<file path="src/rtl/pad_port_pkg.sv">
package pad_port_pkg;
   localparam int unsigned BYTE_W = 8;

   typedef enum logic {
      MODE_DUAL = 1'b0,
      MODE_QUAD = 1'b1
   } pad_mode_e;

   // absent-device marker: one bit set at the port's own index
   function automatic logic [BYTE_W-1:0] absent_mark(input int unsigned port_idx);
      return BYTE_W'(1) << port_idx;
   endfunction
endpackage

</file>
<file path="src/rtl/pad_strobe.sv">
module pad_strobe (
   input  logic clk,
   input  logic rst_n,
   input  logic wr_en,
   input  logic wr_bit,
   output logic capture,
   output logic strobe
);
   logic strobe_q;

   always_ff @(posedge clk) begin
      if (!rst_n)     strobe_q <= 1'b0;
      else if (wr_en) strobe_q <= wr_bit;
   end

   assign capture = wr_en & strobe_q & ~wr_bit;
   assign strobe  = strobe_q;

   // a capture always leaves the strobe low
   p_capture_lowers_r1: assert property (@(posedge clk) disable iff (!rst_n)
      capture |=> !strobe);
   // with no write the strobe holds
   p_strobe_hold_r9: assert property (@(posedge clk) disable iff (!rst_n)
      !wr_en |=> $stable(strobe));
endmodule

</file>
<file path="src/rtl/pad_chain.sv">
module pad_chain #(
   parameter int unsigned PAD_W       = 8,
   parameter int unsigned CHAIN_BYTES = 4,
   parameter int unsigned PORT_IDX    = 0,
   localparam int unsigned CHAIN_W    = PAD_W * CHAIN_BYTES
) (
   input  logic             clk,
   input  logic             rst_n,
   input  logic             capture,
   input  logic             shift,
   input  logic             quad,
   input  logic [PAD_W-1:0] pad_lo,
   input  logic [PAD_W-1:0] pad_hi,
   output logic             bit_out
);
   localparam logic [PAD_W-1:0] MARK = PAD_W'(1) << PORT_IDX;

   logic [CHAIN_W-1:0] word_q;
   logic [CHAIN_W-1:0] load_word;

   assign load_word[PAD_W-1:0]       = pad_lo;
   assign load_word[2*PAD_W-1:PAD_W] = quad ? pad_hi : MARK;

   for (genvar b = 2; b < CHAIN_BYTES; b++) begin : g_mark
      assign load_word[b*PAD_W +: PAD_W] = MARK;
   end

   always_ff @(posedge clk) begin
      if (!rst_n)       word_q <= '0;
      else if (capture) word_q <= load_word;
      else if (shift)   word_q <= {1'b0, word_q[CHAIN_W-1:1]};
   end

   assign bit_out = word_q[0];

   // the low byte always takes the primary pad at capture
   p_low_byte_r2: assert property (@(posedge clk) disable iff (!rst_n)
      capture |=> word_q[PAD_W-1:0] == $past(pad_lo));
   // in quad mode the second byte takes the secondary pad
   p_second_byte_r3: assert property (@(posedge clk) disable iff (!rst_n)
      (capture && quad) |=> word_q[2*PAD_W-1:PAD_W] == $past(pad_hi));
   // a read shifts right with zero fill
   p_shift_r4: assert property (@(posedge clk) disable iff (!rst_n)
      (shift && !capture) |=> word_q == ($past(word_q) >> 1));
   // an exhausted word stays empty until a capture
   p_empty_stays_r6: assert property (@(posedge clk) disable iff (!rst_n)
      (word_q == '0 && !capture) |=> word_q == '0);
endmodule

</file>
<file path="src/rtl/pad_serial_ports.sv">
module pad_serial_ports #(
   parameter int unsigned DATA_W      = 8,
   parameter int unsigned PAD_W       = 8,
   parameter int unsigned CHAIN_BYTES = 4,
   localparam int unsigned NUM_PADS   = 4
) (
   input  logic                      clk,
   input  logic                      rst_n,
   input  logic                      bus_sel,
   input  logic                      bus_wr,
   input  logic                      bus_addr,
   input  logic [DATA_W-1:0]         bus_wdata,
   output logic [DATA_W-1:0]         bus_rdata,
   input  logic                      quad_mode,
   input  logic [NUM_PADS*PAD_W-1:0] pad_btn
);
   import pad_port_pkg::*;

   if (DATA_W < 1) begin : g_bad_data
      initial $error("DATA_W must be at least 1");
   end
   if (CHAIN_BYTES < 2) begin : g_bad_chain
      initial $error("CHAIN_BYTES must be at least 2");
   end
   if (PAD_W < 2) begin : g_bad_pad
      initial $error("PAD_W must hold both port marks");
   end

   logic       strobe_wr;
   logic       capture;
   logic       strobe;
   logic       rd_en;
   logic [1:0] port_bit;
   pad_mode_e  mode;

   assign mode      = pad_mode_e'(quad_mode);
   assign strobe_wr = bus_sel & bus_wr & ~bus_addr;
   assign rd_en     = bus_sel & ~bus_wr;

   pad_strobe u_strobe (
      .clk     (clk),
      .rst_n   (rst_n),
      .wr_en   (strobe_wr),
      .wr_bit  (bus_wdata[0]),
      .capture (capture),
      .strobe  (strobe)
   );

   for (genvar p = 0; p < 2; p++) begin : g_port
      pad_chain #(
         .PAD_W       (PAD_W),
         .CHAIN_BYTES (CHAIN_BYTES),
         .PORT_IDX    (p)
      ) u_chain (
         .clk     (clk),
         .rst_n   (rst_n),
         .capture (capture),
         .shift   (rd_en && (bus_addr == 1'(p))),
         .quad    (mode == MODE_QUAD),
         .pad_lo  (pad_btn[p*PAD_W +: PAD_W]),
         .pad_hi  (pad_btn[(p+2)*PAD_W +: PAD_W]),
         .bit_out (port_bit[p])
      );
   end

   always_comb begin
      bus_rdata = '0;
      if (rd_en) bus_rdata[0] = port_bit[bus_addr];
   end

   // only bit 0 of read data ever carries information
   always_comb begin
      if (rst_n) p_upper_zero_r5: assert (bus_rdata[DATA_W-1:1] == '0);
   end
   // writes at address 1 leave the strobe alone
   p_addr1_ignored_r7: assert property (@(posedge clk) disable iff (!rst_n)
      (bus_sel && bus_wr && bus_addr) |=> $stable(strobe));
endmodule

</file>
<file path="config.mk">
export PLATFORM = sky130hd
export DESIGN_NAME = pad_serial_ports
export DESIGN_NICKNAME = d
export VERILOG_FILES = /design/src/rtl/pad_port_pkg.sv /design/src/rtl/pad_strobe.sv /design/src/rtl/pad_chain.sv /design/src/rtl/pad_serial_ports.sv
export SDC_FILE = /design/constraint.sdc
export NUM_CORES = 1
export LEC_CHECK = 0
export BUFFER_PORTS_ARGS = -buffer_cell sky130_fd_sc_hd__buf_4
export CORE_MARGIN = 4
export CORE_UTILIZATION = 39
export CTS_CLUSTER_DIAMETER = 60
export CTS_CLUSTER_SIZE = 14
export DETAILED_ROUTE_END_ITERATION = 10
export GPL_ROUTABILITY_DRIVEN = 0
export SLEW_MARGIN = 20
export SYNTH_ARGS = -nofsm -noshare
export SYNTH_HDL_FRONTEND = slang
export SYNTH_SLANG_ARGS = --single-unit
</file>
<file path="constraint.sdc">
create_clock -name clk -period 1.3 [get_ports clk]
set_input_delay 0.065 -clock clk [delete_from_list [all_inputs] [get_ports clk]]
set_output_delay 0.065 -clock clk [all_outputs]
set_load 0.03 [all_outputs]
</file>
==> results of run 1 <==
[stage by stage]
step	worst slack, ps	total power [uW]	util (%)	cells
after global routing	35.3	2970	49.5	393
after global placement	63.1	1930	47.4	384
after CTS	25.5	2880	49.1	393
after floorplan	53.0	1790	-	288
final	79.9	2840	49.5	393
after detailed placement	52.1	1930	47.4	384
[final cells by class]
class | instances | area [sq um] | area share (%)
Multi-Input combinational cell | 201 | 1250 | 42.1
Sequential cell | 52 | 1040 | 34.9
Timing Repair Buffer | 55 | 490 | 16.5
Tap cell | 75 | 93.8 | 3.15
Clock buffer | 7 | 86.3 | 2.90
Clock inverter | 1 | 7.51 | 0.252
Inverter | 2 | 7.51 | 0.252
[what timing repair did]
item                                    in CTS  in global routing
gates resized for setup                      0                  4
endpoints found under the hold margin        1                  0
hold buffers                                 1                  0
endpoints found under the setup margin       0                 16
[metal layers]
metal | global-route usage, % | wire, microns | part of all wire [%] | vias up
li1 | - | - | - | 1052
met1 | 23.4 | 2800 | 50 | 989
met2 | 22.7 | 2470 | 44 | 43
met3 | 3.60 | 281 | 5.0 | 7
met4 | 5.44 | 76 | 1.4 | 0
met5 | 0 | 0 | 0 | -
[state kept, by name (all words and copies together) (netlist names)]
register,flops
g_port.u_chain.word_q,51
u_strobe.strobe,1
[cells in the final DEF, fill, tap and decap left out, drive strengths merged, types with 2 or more instances in the layout]
| master | count |
|---|---|
| nor3 | 16 |
| dfxtp | 52 |
| nand3b | 2 |
| a21oi | 17 |
| a311oi | 30 |
| a31oi | 4 |
| nand2 | 100 |
| conb | 7 |
| o41ai | 2 |
| buf | 54 |
| a211oi | 14 |
| clkbuf | 7 |
[logic make-up (layout without fill, tap and decap cells)]
kind of cell,after synthesis,count (layout),synth area share [%]
and+or+nand+nor,124,124,21.8
AOI/OAI and AO/OA,69,69,26.9
DFF,52,52,42.4
buffers and inverters,35,65,8.27
other,1,7,0.153
muxes,1,1,0.408
[worst register-to-register path, stage by stage, from the launching register on]
cell and delay (ps):
dfxtp_1 380, nand2b_4 80, or2_4 250, buf_12 190, a311oi_2 240
[power breakdown]
group          switching (uW)  internal, uW  leakage (uW)  total (uW)
sequential               3.54          1600      0.000419        1600
clock                     511           433     0.0000445         945
combinational             165           133      0.000507         299
total                     680          2160      0.000970        2840
[how the worst max path moves through the flow]
stage | startpoint | cells past startpoint | end
6_report | u_strobe.strobe$_SDFFE_PN0P_ | 4 | g_port[1].u_chain.word_q[13]$_SDFFE_PN0P_
5_1_grt | u_strobe.strobe$_SDFFE_PN0P_ | 4 | g_port[1].u_chain.word_q[13]$_SDFFE_PN0P_
4_1_cts | u_strobe.strobe$_SDFFE_PN0P_ | 4 | g_port[1].u_chain.word_q[13]$_SDFFE_PN0P_
3_5_place_dp | bus_addr | 5 | g_port[1].u_chain.word_q[13]$_SDFFE_PN0P_
3_3_place_gp | bus_addr | 6 | g_port[1].u_chain.word_q[6]$_SDFFE_PN0P_
2_1_floorplan | u_strobe.strobe$_SDFFE_PN0P_ | 6 | g_port[0].u_chain.word_q[0]$_SDFFE_PN0P_
==> flow_metrics.tcl, run 1 <==
set metrics [dict create \
    fp.dieW_microns 87.3 \
    grt_pass1_vias 1988 \
    grt-ovfl-total 0 \
    area_growth_pct 21.5 \
    cts_sinks 52 \
    drive_gt1_share_pct 28.6 \
    critPathArrivalTime_ps 1430 \
    post-dp-hpwl_mm 3.75 \
    grtUsageTotal_pct 15.9 \
    synth.cell_area_sq_um 2450 \
    tritoncts "done" \
    cp_slowest_cell "dfxtp_1" \
    finalCriticalPeriod_ps 1220 \
    numCtsBuffers 5 \
    vias 2091 \
    crit_fanout 29 \
    yosysSeqAreaShare_pct 42.4 \
    h-tree-depth 2 \
    avgRoutedWirePerCell_microns 14.3 \
    fin_hold_ws_ps 26.0 \
    io_buffer_count 39 \
    startpoint_type "flip-flop" \
    dpl_cell_area_sq_um 2850 \
    ys_ff_latch 52 \
    hp-start "rst_n" \
    final_cell_area_sq_um 2980 \
    r2r_slack_ps 80 \
    wl_mm 5.62 \
    final_nets 363 \
    firstDrtPassIters 4 \
    design.core.area_sq_um 6030 \
    fmax_ghz 0.820 \
    synth_area_per_cell_sq_um 8.70 \
    critical_path.top_delay_family "flip-flops" \
    setup_viol 0 \
    power_leakage_uw 0.000970 \
    drv_cap 0 \
    powerDensity_nw_per_um2 954 \
    grt_max_degree 36 \
    synth_top_cells_by_area "dfxtp_1, nand2_1, a311oi_2" \
    cts_root_buf "clkbuf_8" \
    finalMaxSlewViolations 0 \
    outcome "finished clean" \
    clk_latency_ps 310 \
    holdPathStages 3 \
    post-synth-top-area-cell "dfxtp_1" \
    synth_cells 282 \
    worstPathCellList "nand2b_4 -> or2_4 -> buf_12 -> a311oi_2" \
    hold_viol 0 \
    worstPathRequired_ps 1510 \
    end_kind "flip-flop" \
    drcViolationCount 0 \
    grt_pass1_wl_mm 9.62 \
    dieArea_sq_um 7620 \
    reg2regPathDepth 4 \
    antenna_cells 0 \
    drtIter0Drc 123 \
    detail-route-antenna-nets 0 \
    synthTopCellsByCount "nand2_1, dfxtp_1, a311oi_2" \
    postCtsSetupRepairBufs 0 \
    skew_ps 8.95 \
    crit_type "reg -> reg" \
    die_h_microns 87.3 \
    worstReg2RegStart "u_strobe.strobe$_SDFFE_PN0P_" \
    yosysTopAreaCellShare_pct 42.4 \
    vias_per_cell 5.32 \
    max_stage_delay_ps 380 \
    ys_warn_count 0 \
    ys_types 27 \
    crit_buf_inv 1 \
    fin_crit_sh_pct 93.9 \
    synth_ff_type "dfxtp_1" \
    synth_most_common_cell "nand2_1" \
    rsz0062_at_grt "no" \
    start_util_pct 40.7 \
    nFillCells 576 \
    ios 54 \
    min_to "g_port[0].u_chain.word_q[8]$_SDFFE_PN0P_" \
    setup-tns-final_ps 0 \
    antenna_found_initial 0 \
    path_clk_slew_ps 90 \
    hp-class "in -> reg" \
    rows 28 \
    ir_drop_uv 436 \
    synth_edf_count 0 \
    synth-async-reset-ratio_pct 0 \
    cts_max_path_buffers 2 \
    r2r_end "g_port[1].u_chain.word_q[13]$_SDFFE_PN0P_" \
]
Power figures use the tool's default switching activity.
==> run 2: changes to the inputs <==
--- a/config.mk
+++ b/config.mk
@@ -8,10 +8,12 @@
 export BUFFER_PORTS_ARGS = -buffer_cell sky130_fd_sc_hd__buf_4
 export CORE_MARGIN = 4
 export CORE_UTILIZATION = 39
+export CTS_BUF_LIST = sky130_fd_sc_hd__clkbuf_2
 export CTS_CLUSTER_DIAMETER = 60
 export CTS_CLUSTER_SIZE = 14
 export DETAILED_ROUTE_END_ITERATION = 10
 export GPL_ROUTABILITY_DRIVEN = 0
+export MAX_ROUTING_LAYER = met4
 export SLEW_MARGIN = 20
 export SYNTH_ARGS = -nofsm -noshare
 export SYNTH_HDL_FRONTEND = slang
==> flow_metrics.tcl, run 2 (same netlist as run 1, synthesis figures left out) <==
set metrics [dict create \
    outcome "finished clean" \
    final_cell_area_sq_um 3030 \
    grt_pass1_vias 1999 \
    design.core.area_sq_um 6030 \
    post-place-cells 384 \
    grt_pass1_wl_mm 9.63 \
    dieArea_sq_um 7620 \
    end_kind "primary output" \
    layout_common_cells "nand2_1, dfxtp_1, buf_4" \
    detail-route-antenna-nets 0 \
    die_h_microns 87.3 \
    critPathArrivalTime_ps 1190 \
    rows 28 \
    worstPathRequired_ps 1240 \
    path_clk_slew_ps 260 \
    startpoint_type "flip-flop" \
    cts_root_buf "clkbuf_2" \
    r2r_end "g_port[1].u_chain.word_q[13]$_SDFFE_PN0P_" \
    reg2regPathDepth 4 \
    cts_max_path_buffers 2 \
    drv_cap 0 \
    finalCriticalPeriod_ps 1250 \
    ir_drop_uv 472 \
    io_buffer_count 39 \
    tritoncts "done" \
    grt-ovfl-total 0 \
    post-dp-hpwl_mm 3.75 \
    worstReg2RegStart "u_strobe.strobe$_SDFFE_PN0P_" \
    final_common_cell "nand2_1" \
    start_util_pct 40.7 \
    postCtsSetupRepairBufs 0 \
    layout.cells.non_filler 403 \
    hp-class "in -> reg" \
    cts_sinks 52 \
    wl_mm 5.76 \
    finalMaxSlewViolations 0 \
    dp_slack_ps 52.1 \
    fin_ws_ps 45.6 \
    top_register "g_port.u_chain.word_q" \
    powerDensity_nw_per_um2 841 \
    grtUsageTotal_pct 16.3 \
    crit_fanout 2 \
    ios 54 \
    largest_reg_flops 51 \
    dpl_cell_area_sq_um 2850 \
    h-tree-depth 2 \
    setup_viol 0 \
    worstSetupEndpoint "bus_rdata[0]" \
    avgRoutedWirePerCell_microns 14.3 \
    numCtsBuffers 5 \
    r2r_slack_ps 70 \
    rsz0062_at_grt "yes" \
    startpoint "g_port[0].u_chain.word_q[0]$_SDFFE_PN0P_" \
    crit_type "reg -> out" \
    hold_viol 0 \
    antenna_cells 0 \
    final_nets 373 \
    fp.dieW_microns 87.3 \
    fmax_ghz 0.797 \
    skew_ps 30.4 \
    grt_max_degree 36 \
    clk_latency_ps 420 \
    utilization_pct 50.4 \
    firstDrtPassIters 4 \
    vias 2122 \
    vias_per_cell 5.27 \
    drive_gt1_share_pct 28.4 \
    antenna_found_initial 0 \
    fin_crit_sh_pct 96.5 \
    power_leakage_uw 0.000996 \
    drcViolationCount 0 \
    drtIter0Drc 101 \
    area_growth_pct 23.7 \
]
[run 2: cell count changes in the layout (fill, tap and decap cells not counted)]
cell / before / now
clkbuf_2: 0 / 6
dfxtp_1: 52 / 50
dfxtp_2: 0 / 2
buf_4: 48 / 47
dlygate4sd3_1: 1 / 11
clkbuf_1: 1 / 0
clkbuf_8: 6 / 0
buf_6: 0 / 1
clkinv_1: 1 / 2
[run 2: repair_timing]
action	in CTS	in global routing
hold buffers	6	5
hold endpoints to repair	6	5
pin swaps	0	0
setup endpoints to repair	1	33
resized for setup	1	6
[run 2: stage by stage]
stage | total power, uW | hold slack (ps) | setup TNS, ps
5_1_grt | 2670 | 7.03 | -6.90
6_report | 2550 | 13.0 | 0
3_3_place_gp | 1930 | 311 | 0
4_1_cts | 2560 | 0.991 | 0
2_1_floorplan | 1790 | 188 | 0
3_5_place_dp | 1930 | 319 | 0
[run 2: cell type report]
type,instances,area (sq um)
Clock buffer,6,30.0
Clock inverter,2,11.3
Fill cell,575,2990
Inverter,2,7.51
Multi-Input combinational cell,201,1250
Sequential cell,52,1040
Tap cell,75,93.8
Timing Repair Buffer,65,594
[run 2: report_power, final]
part,switching [uW],leakage (uW),internal [uW],total [uW]
Sequential,3.67,0.000420,1610,1610
Clock,484,0.0000266,134,618
Combinational,171,0.000549,153,324
[run 2: worst min-delay path by stage]
stage | slack, ps | endpoint | from | cells past startpoint
4_1_cts | 1 | g_port[0].u_chain.word_q[1]$_SDFFE_PN0P_ | pad_btn[1] | 3
3_5_place_dp | 320 | u_strobe.strobe$_SDFFE_PN0P_ | bus_wdata[0] | 3
5_1_grt | 7 | g_port[1].u_chain.word_q[0]$_SDFFE_PN0P_ | pad_btn[8] | 3
3_3_place_gp | 310 | u_strobe.strobe$_SDFFE_PN0P_ | bus_wdata[0] | 3
2_1_floorplan | 190 | g_port[0].u_chain.word_q[8]$_SDFFE_PN0P_ | rst_n | 2
6_report | 10 | g_port[0].u_chain.word_q[3]$_SDFFE_PN0P_ | pad_btn[3] | 3
[run 2: per-layer routing]
metal | global-route usage (%) | wire length (microns) | vias to the layer above
met4 | 4.18 | 51 | 0
met2 | 23.0 | 2590 | 43
met3 | 3.50 | 243 | 5
met1 | 23.5 | 2870 | 999
li1 | - | - | 1075
met5 | - | 0 | -
[run 2: critical path, stage by stage, from the launching register on]
cell and delay, ps:
dfxtp_2 390, a22o_1 230, buf_6 150
